`config.mk`:
```
export PLATFORM = sky130hd
export DESIGN_NAME = irq_vector_reg
export DESIGN_NICKNAME = d
export VERILOG_FILES = /design/src/rtl/irq_vector_reg.sv
export SDC_FILE = /design/constraint.sdc
export NUM_CORES = 1
export LEC_CHECK = 0
export ABC_CLOCK_PERIOD_IN_PS = 1700
export BUFFER_PORTS_ARGS = -buffer_cell sky130_fd_sc_hd__buf_2
export CAP_MARGIN = 30
export CORE_MARGIN = 5
export CORE_UTILIZATION = 35
export CTS_BUF_LIST = sky130_fd_sc_hd__clkbuf_2
export CTS_CLUSTER_DIAMETER = 40
export DETAILED_ROUTE_END_ITERATION = 7
export MAX_ROUTING_LAYER = met4
export PLACE_DENSITY_LB_ADDON = 0.2
export SETUP_SLACK_MARGIN = 0.2
export SLEW_MARGIN = 20
export SYNTH_ARGS = -nofsm -noshare
export SYNTH_HDL_FRONTEND = slang
export SYNTH_SLANG_ARGS = --single-unit
```
`constraint.sdc`:
```
create_clock -name clk -period 1.7 [get_ports clk]
set_clock_uncertainty 0.1 [all_clocks]
set_input_delay 0.425 -clock clk [delete_from_list [all_inputs] [get_ports clk]]
set_output_delay 0.425 -clock clk [all_outputs]
set_load 0.02 [all_outputs]
```
`src/rtl/irq_vector_reg.sv`:
```
module irq_vector_reg #(
  parameter int VEC_W = 8
) (
  input  logic             clk,
  input  logic             rst_n,
  input  logic             chan_sel,
  input  logic             vec_wr,
  input  logic             ctl_wr,
  input  logic [VEC_W-1:0] wdata,
  input  logic             rd_en,
  input  logic [3:0]       pend_a,
  input  logic [3:0]       pend_b,
  output logic [VEC_W-1:0] rdata,
  output logic             rd_valid
);
  localparam int MOD_BIT = 2;

  logic [VEC_W-1:0] vec_q;
  logic             mod_q;
  logic [2:0]       code;
  logic [VEC_W-1:0] view;

  always_ff @(posedge clk) begin
    if (!rst_n) begin
      vec_q <= '0;
      mod_q <= 1'b0;
    end else begin
      if (vec_wr && chan_sel) vec_q <= wdata;
      if (ctl_wr && chan_sel) mod_q <= wdata[MOD_BIT];
    end
  end

  // fixed priority: A over B; special, receive, transmit, external
  always_comb begin
    if      (pend_a[3]) code = 3'b111;
    else if (pend_a[2]) code = 3'b110;
    else if (pend_a[0]) code = 3'b100;
    else if (pend_a[1]) code = 3'b101;
    else if (pend_b[3]) code = 3'b011;
    else if (pend_b[2]) code = 3'b010;
    else if (pend_b[0]) code = 3'b000;
    else if (pend_b[1]) code = 3'b001;
    else                code = 3'b011;
  end

  always_comb begin
    view = vec_q;
    if (mod_q) view[3:1] = code;
  end

  always_ff @(posedge clk) begin
    if (!rst_n) begin
      rdata    <= '0;
      rd_valid <= 1'b0;
    end else begin
      rd_valid <= rd_en && chan_sel;
      rdata    <= (rd_en && chan_sel) ? view : '0;
    end
  end

  a_r3_chan_a_vec_ignored: assert property (@(posedge clk) disable iff (!rst_n)
    (vec_wr && !chan_sel) |=> $stable(vec_q));
  a_r3_chan_a_ctl_ignored: assert property (@(posedge clk) disable iff (!rst_n)
    (ctl_wr && !chan_sel) |=> $stable(mod_q));
  a_r4_chan_a_read_empty: assert property (@(posedge clk) disable iff (!rst_n)
    (rd_en && !chan_sel) |=> (!rd_valid && rdata == '0));
  a_r9_valid_after_read: assert property (@(posedge clk) disable iff (!rst_n)
    (rd_en && chan_sel) |=> rd_valid);
  a_r9_no_spurious_valid: assert property (@(posedge clk) disable iff (!rst_n)
    !rd_en |=> !rd_valid);
  a_r2_echo: assert property (@(posedge clk) disable iff (!rst_n)
    (rd_en && chan_sel && !mod_q) |=> rdata == $past(vec_q));
  a_r5_kept_bits: assert property (@(posedge clk) disable iff (!rst_n)
    (rd_en && chan_sel && mod_q) |=>
      (rdata[VEC_W-1:4] == $past(vec_q[VEC_W-1:4]) && rdata[0] == $past(vec_q[0])));
  a_r8_idle_code: assert property (@(posedge clk) disable iff (!rst_n)
    (rd_en && chan_sel && mod_q && pend_a == 4'h0 && pend_b == 4'h0) |=> rdata[3:1] == 3'b011);
  a_r7_a_wins: assert property (@(posedge clk) disable iff (!rst_n)
    (rd_en && chan_sel && mod_q && pend_a != 4'h0) |=> rdata[3]);
endmodule

```
Word level (Yosys, flattened, before mapping)
Cells that the tools add are included.
- output and inout bits: 9
- register bits after elaboration: 18
- word-level logic and storage cells: 17
- bits of input ports: 22
- multiplexer cells: 9
- reductions and logical operators: 4
- operators by type and width (cell ; number):
    $mux 3 ; 5
    $mux 2 ; 4
    $logic_and 1x1->1 ; 3
    $reduce_and 2->1 ; 1

Logic depth before layout (Yosys ltp)
Gate-level depths: netlist of run 1.
- word-level depth: 9
- depth in mapped cells: 4
- mapped depth without buffers: 3

Worst setup path before layout of run 1
No wires, ideal clock.
- path type: input-to-reg
- from: input port vec_wr
- to: register vec_q[0]
- slack: 0.609 ns
- stages on the path: 4
- data required time: 1.530 ns
- arrival time: 0.921 ns
- path through: buf_2 nand2_1 nand2_1 a21boi_1
- cells in the longest elaborated chain, start to end: 1
- ends and longest elaborated chain (item ; line ; source):
    start: declaration ; 7 ; input logic vec_wr,
    $logic_and 1x1->1 ; 28 ; if (vec_wr && chan_sel) vec_q <= wdata;
    end signal: assignment ; 28 ;
    end: declaration ; 18 ; logic [VEC_W-1:0] vec_q;
Every way passes these cells.
A chain may end at the register's enable or synchronous reset.

Worst setup path after layout of run 1
- from: register rdata[2]
- to: output port rdata[2]
- RTL lines (item ; line ; source):
    start: declaration ; 13 ; output logic [VEC_W-1:0] rdata,
    start signal: assignment ; 57 ; rdata <= (rd_en && chan_sel) ? view : '0;
No word-level cell between the ends.

==> flow_summary.json, run 1 <==
{
  "post_cts_buffers": 0,
  "rr_endpoint": "rdata[2]",
  "ant_nets": 0,
  "synth_most_common_cell": "dfxtp_1",
  "rsz0062_at_grt": "false",
  "synth.cell_area_sq_um": 644.4,
  "placed_cell_area_sq_um": 804.5,
  "synthTopCellsByCount": "18 x dfxtp_1, 11 x nand2_1, 9 x a21boi_1, 9 x nand3_1",
  "timing.rr.start": "mod_q",
  "synth_flop_cell": "dfxtp_1",
  "vdd_drop_max_mv": 0.4621,
  "dp_hpwl_um": 1095,
  "fin_tns_setup_ps": 0,
  "cp_max_fo": 1,
  "worst_setup_path_start_kind": "flop",
  "worst_pin_slew_ps": 261.9,
  "synth-adder-area-share_pct": 0,
  "worstHoldEndpoint": "vec_q[1]",
  "place_congestion": 0.6982,
  "yosysTopAreaCell": "dfxtp_1",
  "ys_seq_area_share_pct": 55.92,
  "fp.dieArea_sq_um": 2799,
  "first_global_vias": 509,
  "status": "completed",
  "hp-start": "wdata[1]",
  "port_buffers": 30,
  "h-tree-depth": 1,
  "drtPass1Iterations": 3,
  "instances_no_fill": 126,
  "synth_top_family_by_area": "simple AND/OR/NAND/NOR gates",
  "slowest_stage": "dfxtp_1",
  "crit_family": "flip-flops",
  "path_buf_inv": 1,
  "setup_viol": 0,
  "reg2regPathDepth": 2,
  "cts_root_buf": "clkbuf_2",
  "fmax_mhz": 770.4,
  "yosys.cell_types.count": 13,
  "start_util_pct": 36.92,
  "slew_headroom_pct": 82.50,
  "maxCapViolCount": 0,
  "cpPeakStageDelay_ps": 340,
  "post_drt_wl_per_cell_um": 10.67,
  "synth.mux.area_fraction_pct": 0,
  "worst_setup_path_end_kind": "output pin",
  "dp.cells": 122,
  "antenna_found_initial": 0,
  "area_growth_pct": 27.77,
  "path_clk_slew_ps": 160,
  "num_rows": 15,
  "final_hold_viol_count": 0,
  "nets": 124,
  "async_flop_share_pct": 0,
  "fin_area_sq_um": 823.3,
  "core_sq_um": 1745,
  "ios": 31,
  "cts_made_buffers": 3,
  "wirelength_um": 1345,
  "grt_first_pass_wirelength_um": 2070,
  "vias": 562,
  "synth.top_cell.area_share_pct": 55.92,
  "whs_path_depth": 3,
  "clockBufferDepth": 2,
  "power_density_nw_per_um2": 830.8,
  "grt_max_degree": 13,
  "rrSetupSlack_ps": 820,
  "p_leak_nw": 0.3853,
  "ys_ff_latch": 18,
  "drive_gt1_share_pct": 32.67,
  "postSynthCellCount": 70,
  "die_h_um": 52.91,
  "synth_area_leaders": "dfxtp_1 56%, a21boi_1 10%, nand3_1 7.0%",
  "grt_usage_pct": 10.61,
  "synth-simple-area-share_pct": 22.14,
  "clock_sinks": 18,
  "total_power_mw": 0.6840,
  "hold_class": "input port to flop",
  "crit_type": "flop to output pin",
  "grt-ovfl-total": 0,
  "min_period_over_period_pct": 76.35,
  "diodes": 0,
  "crit_arrival_ps": 770,
  "required_ps": 1170,
  "slew_viol_final": 0,
  "synthXorXnorAreaFrac_pct": 0,
  "fillers": 191,
  "synth_compound_area_share_pct": 18.06,
  "cts_tree": "yes",
  "finalCriticalPeriod_ps": 1298,
  "cts_hold_buf": 0,
  "syn_avg_cell_area_sq_um": 9.205,
  "drtIter0Drc": 2,
  "ys_warn_count": 0,
  "via_per_inst": 4.460,
  "postCtsResizedCells": 0,
  "synth_nets": 92,
  "clkLatencyLatePin_ps": 270,
  "drc": 0,
  "dieWidth_um": 52.91,
  "crit_chain": "buf_2",
  "synth-edff-count": 0
}
-- worst max-delay path by stage --
| stage | from | end | slack [ps] | cells after the start |
|---|---|---|---|---|
| after detailed placement | chan_sel | rdata[2] | 330 | 4 |
| after floorplan | vec_wr | vec_q[0] | 610 | 4 |
| after global routing | rdata[2] | rdata[2] | 310 | 1 |
| after CTS | rdata[4] | rdata[4] | 380 | 1 |
| after global placement | chan_sel | rdata[3] | 370 | 4 |
| final | rdata[2] | rdata[2] | 400 | 1 |
-- logic make-up (layout without fill, tap and decap cells) --
group,count (synthesis),in the layout
AND/OR/NAND/NOR,31,31
AO/OA/AOI/OAI,17,17
flip-flops,18,18
buffers and inverters,4,35
-- registers in the layout (all words and copies together), names as in the netlist --
signal,cells
vec_q,8
rdata,8
mod_q,1
rd_valid,1
-- final cells by class --
type                            instances  area, sq um  share of cell area (%)
Clock buffer                            3        15.01                   1.824
Multi-Input combinational cell         48        259.0                   31.46
Timing Repair Buffer                   30        150.1                   18.24
Clock inverter                          1        3.754                  0.4559
Sequential cell                        18        360.3                   43.77
Inverter                                1        3.754                  0.4559
Tap cell                               25        31.28                   3.799
-- layout by cell type (no fill, tap or decap) --
| master | n |
|---|---|
| a31oi_1 | 3 |
| and3_1 | 1 |
| o21ai_1 | 3 |
| inv_1 | 1 |
| nand3_1 | 9 |
| and2_1 | 5 |
| nor2_1 | 5 |
| nand2_1 | 11 |
| dfxtp_1 | 18 |
| a21boi_1 | 9 |
| buf_2 | 30 |
| clkinv_1 | 1 |
| clkbuf_2 | 3 |
| o31ai_1 | 2 |
-- power by group --
group	leakage (nW)	switching (mW)	internal, mW
registers	0.146	0.00659	0.435
clock network	0.0140	0.120	0.0511
logic	0.225	0.0376	0.0338
-- stage by stage --
step / setup WS [ps] / util (%) / hold slack (ps)
4_1_cts: 383.4 / 47.17 / 261.1
5_1_grt: 314.9 / 47.17 / 228.8
3_3_place_gp: 370.0 / 46.09 / 342.3
3_5_place_dp: 328.4 / 46.09 / 345.9
6_report: 402.0 / 47.17 / 270.7
2_1_floorplan: 608.7 / - / 329.6
-- layer usage --
metal | share of wire (%) | GRT usage, % | up-vias
met5 | 0 | - | -
met4 | 0.89 | 6.383 | 0
met3 | 6.8 | 2.817 | 2
met2 | 46 | 15.50 | 14
met1 | 46 | 12.99 | 243
li1 | - | - | 303
No activity file was read; power rests on OpenSTA's default activity.
==> run 2: changes to the inputs <==
--- a/config.mk
+++ b/config.mk
@@ -5,7 +5,8 @@
 export SDC_FILE = /design/constraint.sdc
 export NUM_CORES = 1
 export LEC_CHECK = 0
-export ABC_CLOCK_PERIOD_IN_PS = 1700
+export ABC_AREA = 1
+export ABC_CLOCK_PERIOD_IN_PS = 1200
 export BUFFER_PORTS_ARGS = -buffer_cell sky130_fd_sc_hd__buf_2
 export CAP_MARGIN = 30
 export CORE_MARGIN = 5
==> constraint.sdc (replaced) <==
create_clock -name clk -period 1.2 [get_ports clk]
set_clock_uncertainty 0.1 [all_clocks]
set_input_delay 0.3 -clock clk [delete_from_list [all_inputs] [get_ports clk]]
set_output_delay 0.3 -clock clk [all_outputs]
set_load 0.02 [all_outputs]
==> flow_summary.json, run 2 <==
{
  "crit_arrival_ps": 770,
  "place_ws_ps": 32.89,
  "cpPeakStageDelay_ps": 350,
  "grt_usage_pct": 10.40,
  "clkLatencyLatePin_ps": 300,
  "die_h_um": 55.46,
  "dieWidth_um": 55.46,
  "vias": 623,
  "drc": 0,
  "ys_ff_latch": 18,
  "regArea_sq_um": 372.9,
  "place_congestion": 0.7213,
  "placed_cell_area_sq_um": 907.1,
  "drtIter0Drc": 1,
  "cp_max_fo": 1,
  "internal-power_mw": 0.7810,
  "maxCapViolCount": 0,
  "setup_viol": 0,
  "timing.rr.start": "mod_q",
  "mostFrequentLayoutCell": "buf_2",
  "ys_seq_area_share_pct": 49.83,
  "p_comb_share_pct": 16.5,
  "switching_share_pct": 26.82,
  "cts_root_buf": "clkbuf_2",
  "drtPass1Iterations": 4,
  "fmax_mhz": 853.1,
  "port_buffers": 30,
  "first_global_vias": 620,
  "grt_first_pass_wirelength_um": 2477,
  "multi_input_area_sq_um": 295.3,
  "synth_area_leaders": "dfxtp_1 50%, a21oi_2 9.7%, nor2_1 7.3%",
  "synth_nets": 104,
  "final_hold_viol_count": 0,
  "instances_no_fill": 147,
  "crit_family": "flip-flops",
  "required_ps": 800,
  "crit_chain": "buf_6",
  "ant_nets": 0,
  "grt-ovfl-total": 0,
  "dp_hpwl_um": 1127,
  "fin_area_sq_um": 1026,
  "area_growth_pct": 41.87,
  "setup.worst_path.start": "rdata[7]",
  "synth.top_cell.area_share_pct": 49.83,
  "postSynthCellCount": 82,
  "antenna_found_initial": 0,
  "nets": 143,
  "p_leak_nw": 0.4780,
  "ys_warn_count": 0,
  "setup_slack_ps": 27.84,
  "slew_headroom_pct": 76.37,
  "yosysTopAreaCell": "dfxtp_1",
  "crit_type": "flop to output pin",
  "fp.dieArea_sq_um": 3075,
  "min_period_over_period_pct": 97.68,
  "h-tree-depth": 1,
  "syn_avg_cell_area_sq_um": 8.819,
  "hold_class": "input port to flop",
  "synthTopCellsByCount": "18 x dfxtp_1, 14 x nor2_1, 12 x inv_1, 10 x nand2_1, 8 x a21oi_2",
  "ios": 31,
  "synth_flop_cell": "dfxtp_1",
  "drive_gt1_share_pct": 56.67,
  "power_density_nw_per_um2": 1040,
  "start_util_pct": 36.86,
  "synth-edff-count": 0,
  "synth.cell_area_sq_um": 723.2,
  "worst_setup_path_start_kind": "flop",
  "grt_max_degree": 15,
  "yosys.cell_types.count": 14,
  "finalCriticalPeriod_ps": 1172,
  "cts_hold_buf": 0,
  "vdd_drop_max_mv": 0.6834,
  "clockBufferDepth": 2,
  "slew_viol_final": 0,
  "via_per_inst": 4.238,
  "async_flop_share_pct": 0,
  "slowest_stage": "dfxtp_2",
  "path_clk_slew_ps": 180,
  "cts_made_buffers": 3,
  "wirelength_um": 1433,
  "path_buf_inv": 1,
  "dp.cells": 140,
  "core_sq_um": 1962,
  "rsz0062_at_grt": "true",
  "synth_most_common_cell": "dfxtp_1",
  "final_cell_mix": "21 x buf_2, 14 x nor2_1, 11 x inv_1",
  "worst_setup_path_end_kind": "output pin",
  "cts_tree": "yes",
  "worst_pin_slew_ps": 353.3,
  "fin_tns_setup_ps": 0,
  "num_rows": 16,
  "post_drt_wl_per_cell_um": 9.748,
  "diodes": 0,
  "p_switching_mw": 0.2862,
  "clock_sinks": 18,
  "pwr-share-clk_pct": 23.8,
  "fillers": 199,
  "power_frac_seq_pct": 59.8,
  "status": "completed",
  "hp-start": "wdata[6]",
  "reg_top3": "rdata: 8 flops, vec_q: 8 flops"
}
run 2: cell count changes in the layout (fill, tap and decap cells not counted), moves of 3 or more:
cell      previous run  this run
a31oi_1              3         0
and2_1               5         0
o21ai_2              0         6
buf_6                0         9
dfxtp_1             18         8
nor2_1               5        14
nand3_1              9         1
buf_4                0         6
a21boi_1             9         0
buf_2               30        21
a21oi_2              0         8
inv_1                1        11
dfxtp_2              0        10
run 2: metal layers:
metal / track usage (%) / vias up / share of wire, %
met5: - / - / 0
met4: 6.250 / 0 / 1.6
met3: 3.263 / 4 / 6.1
li1: - / 333 / -
met2: 15.71 / 17 / 44
met1: 11.97 / 269 / 48
run 2: final timing paths:
check                           slack, ps        to  cells past startpoint
worst min register to register        360  rdata[0]                      2
worst min-delay path                  140  vec_q[6]                      3
worst max register to register        190  rdata[3]                      5
worst max-delay path                   30  rdata[7]                      1
run 2: power groups by stage:
stage / sequential, mW / combinational [mW] / clock [mW]
after floorplan: 0.654 / 0.0896 / 0
after global placement: 0.647 / 0.154 / 0
after detailed placement: 0.647 / 0.157 / 0
after CTS: 0.637 / 0.165 / 0.270
after global routing: 0.642 / 0.197 / 0.293
final: 0.638 / 0.176 / 0.254
run 2: kinds of logic (layout without fill, tap and decap cells):
logic type | after synthesis | after routing | synth area share [%]
AO/OA/AOI/OAI | 21 | 21 | 21.80
buffers and inverters | 15 | 53 | 10.21
flip-flops | 18 | 18 | 49.83
AND/OR/NAND/NOR | 28 | 28 | 18.17
run 2: repair_timing:
action | in CTS | in global routing
gates resized for setup | 28 | 3
setup buffers | 0 | 3
cloned | 0 | 0
pin swaps | 0 | 2
setup endpoints to repair | 10 | 10
run 2: worst min-delay path, stage by stage:
cell and delay [ps]:
buf_2 80, o21ai_2 50, a21oi_2 90
run 2: through the flow:
step,util [%],hold slack (ps),power [mW]
floorplan,-,334.5,0.7439
global placement,46.24,344.3,0.8011
detailed placement,46.24,348.7,0.8045
CTS,50.70,131.9,1.072
global route,52.30,128.1,1.131
finish,52.30,145.0,1.067
run 2: layout make-up:
class                           count  area share [%]
Clock inverter                      1          0.3659
Clock buffer                        3           1.463
Sequential cell                    18           36.34
Inverter                           13           5.244
Multi-Input combinational cell     49           28.78
Tap cell                           27           3.293
Timing Repair Buffer               36           24.51
==> run 3: changes to the inputs <==
--- a/config.mk
+++ b/config.mk
@@ -6,7 +6,7 @@
 export NUM_CORES = 1
 export LEC_CHECK = 0
 export ABC_AREA = 1
-export ABC_CLOCK_PERIOD_IN_PS = 1200
+export ABC_CLOCK_PERIOD_IN_PS = 970
 export BUFFER_PORTS_ARGS = -buffer_cell sky130_fd_sc_hd__buf_2
 export CAP_MARGIN = 30
 export CORE_MARGIN = 5
==> constraint.sdc (replaced) <==
create_clock -name clk -period 0.97 [get_ports clk]
set_clock_uncertainty 0.1 [all_clocks]
set_input_delay 0.2425 -clock clk [delete_from_list [all_inputs] [get_ports clk]]
set_output_delay 0.2425 -clock clk [all_outputs]
set_load 0.02 [all_outputs]
==> flow_summary.json, run 3 (synthesized netlist as in run 2, its figures left out) <==
{
  "grt_max_degree": 16,
  "slowest_stage": "dfxtp_2",
  "cpPeakStageDelay_ps": 360,
  "final_hold_viol_count": 0,
  "crit_type": "flop to output pin",
  "fp.dieArea_sq_um": 3075,
  "cp_max_fo": 1,
  "num_rows": 16,
  "slew_viol_final": 0,
  "ios": 31,
  "port_buffers": 30,
  "die_h_um": 55.46,
  "post_drt_wl_per_cell_um": 10.88,
  "total_power_mw": 1.338,
  "clkLatencyLatePin_ps": 290,
  "rrSetupSlack_ps": 100,
  "fmax_mhz": 899.2,
  "worst_setup_path_end_kind": "output pin",
  "cts_made_buffers": 3,
  "reg_top3": "rdata: 8 flops, vec_q: 8 flops",
  "drtPass1Iterations": 4,
  "grt_usage_pct": 11.40,
  "grt-ovfl-total": 0,
  "nets": 144,
  "first_global_vias": 642,
  "violations": "setup timing",
  "min_period_over_period_pct": 114.7,
  "diodes": 0,
  "path_clk_slew_ps": 170,
  "drive_gt1_share_pct": 61.16,
  "crit_chain": "buf_6",
  "dp_hpwl_um": 1250,
  "dieWidth_um": 55.46,
  "whs_ps": 72.61,
  "crit_family": "flip-flops",
  "power_density_nw_per_um2": 1249,
  "required_ps": 630,
  "dp.cells": 143,
  "clock_sinks": 18,
  "area_growth_pct": 48.10,
  "start_util_pct": 36.86,
  "slew_headroom_pct": 88.63,
  "fin_tns_setup_ps": -1159,
  "fillers": 200,
  "final_cell_mix": "21 x buf_2, 13 x nor2_1, 11 x inv_1",
  "ant_nets": 0,
  "drtIter0Drc": 5,
  "clockBufferDepth": 2,
  "rsz0062_at_grt": "true",
  "place_congestion": 0.7211,
  "hold_class": "input port to flop",
  "vias": 641,
  "h-tree-depth": 1,
  "finalCriticalPeriod_ps": 1112,
  "cts_root_buf": "clkbuf_2",
  "grt_first_pass_wirelength_um": 2739,
  "worst_setup_path_start_kind": "flop",
  "via_per_inst": 4.331,
  "core_sq_um": 1962,
  "p_leak_nw": 0.4871,
  "instances_no_fill": 148,
  "drc": 0,
  "antenna_found_initial": 0,
  "path_buf_inv": 1,
  "maxCapViolCount": 0,
  "crit_arrival_ps": 770,
  "status": "finished, violations left",
  "vdd_drop_max_mv": 0.8764,
  "worst_pin_slew_ps": 170.5,
  "cts_tree": "yes",
  "mostFrequentLayoutCell": "buf_2",
  "wirelength_um": 1610,
  "setup_slack_ps": -142.1,
  "cts_hold_buf": 0,
  "setup_viol": 9
}
-- run 3: path summary, 6_finish.rpt --
kind | from | to | depth (start not counted)
min | wdata[1] | vec_q[1] | 3
min reg2reg | vec_q[4] | rdata[4] | 2
max reg2reg | mod_q | rdata[3] | 5
max | rdata[2] | rdata[2] | 1
-- run 3: area by class of cell --
| class | count | area (sq um) | area share (%) |
|---|---|---|---|
| tap | 27 | 33.78 | 3.154 |
| clock inverter | 1 | 3.754 | 0.3505 |
| timing repair buffer | 37 | 262.8 | 24.53 |
| inverter | 13 | 51.30 | 4.790 |
| multi-input combinational | 49 | 331.6 | 30.96 |
| clock buffer | 3 | 15.01 | 1.402 |
| sequential | 18 | 372.9 | 34.81 |
-- run 3: routing by layer --
| metal | track usage, % | up-vias | part of all wire, % |
|---|---|---|---|
| li1 | - | 332 | - |
| met1 | 13.56 | 292 | 42 |
| met2 | 18.58 | 15 | 54 |
| met3 | 2.098 | 2 | 3.2 |
| met4 | 5.208 | 0 | 0.87 |
| met5 | - | - | 0 |
-- run 3: power by group --
group	internal, mW	leakage [nW]	total, mW	switching [mW]
Combinational	0.109	0.321	0.241	0.132
Clock	0.0897	0.0140	0.310	0.220
Sequential	0.774	0.152	0.787	0.0131
-- run 3: repair_timing --
action | 4_1_cts | 5_1_grt
endpoints found under the setup margin | 13 | 15
buffers inserted | 1 | 0
pin swaps | 4 | 0
resized for setup | 32 | 1
-- run 3: worst min-delay path, cell delays in order --
cell and delay [ps]:
buf_2 90, o21ai_2 50, nor2_1 70
-- run 3: per-stage QoR --
step / setup WS (ps) / area [sq um] / utilization, %
6_report: -142.1 / 1071 / 54.59
5_1_grt: -187.0 / 1071 / 54.59
4_1_cts: -161.0 / 1066 / 54.34
3_5_place_dp: -71.42 / 953.4 / 48.60
3_3_place_gp: -65.01 / 953.4 / 48.60
2_1_floorplan: 40.45 / 759.5 / -
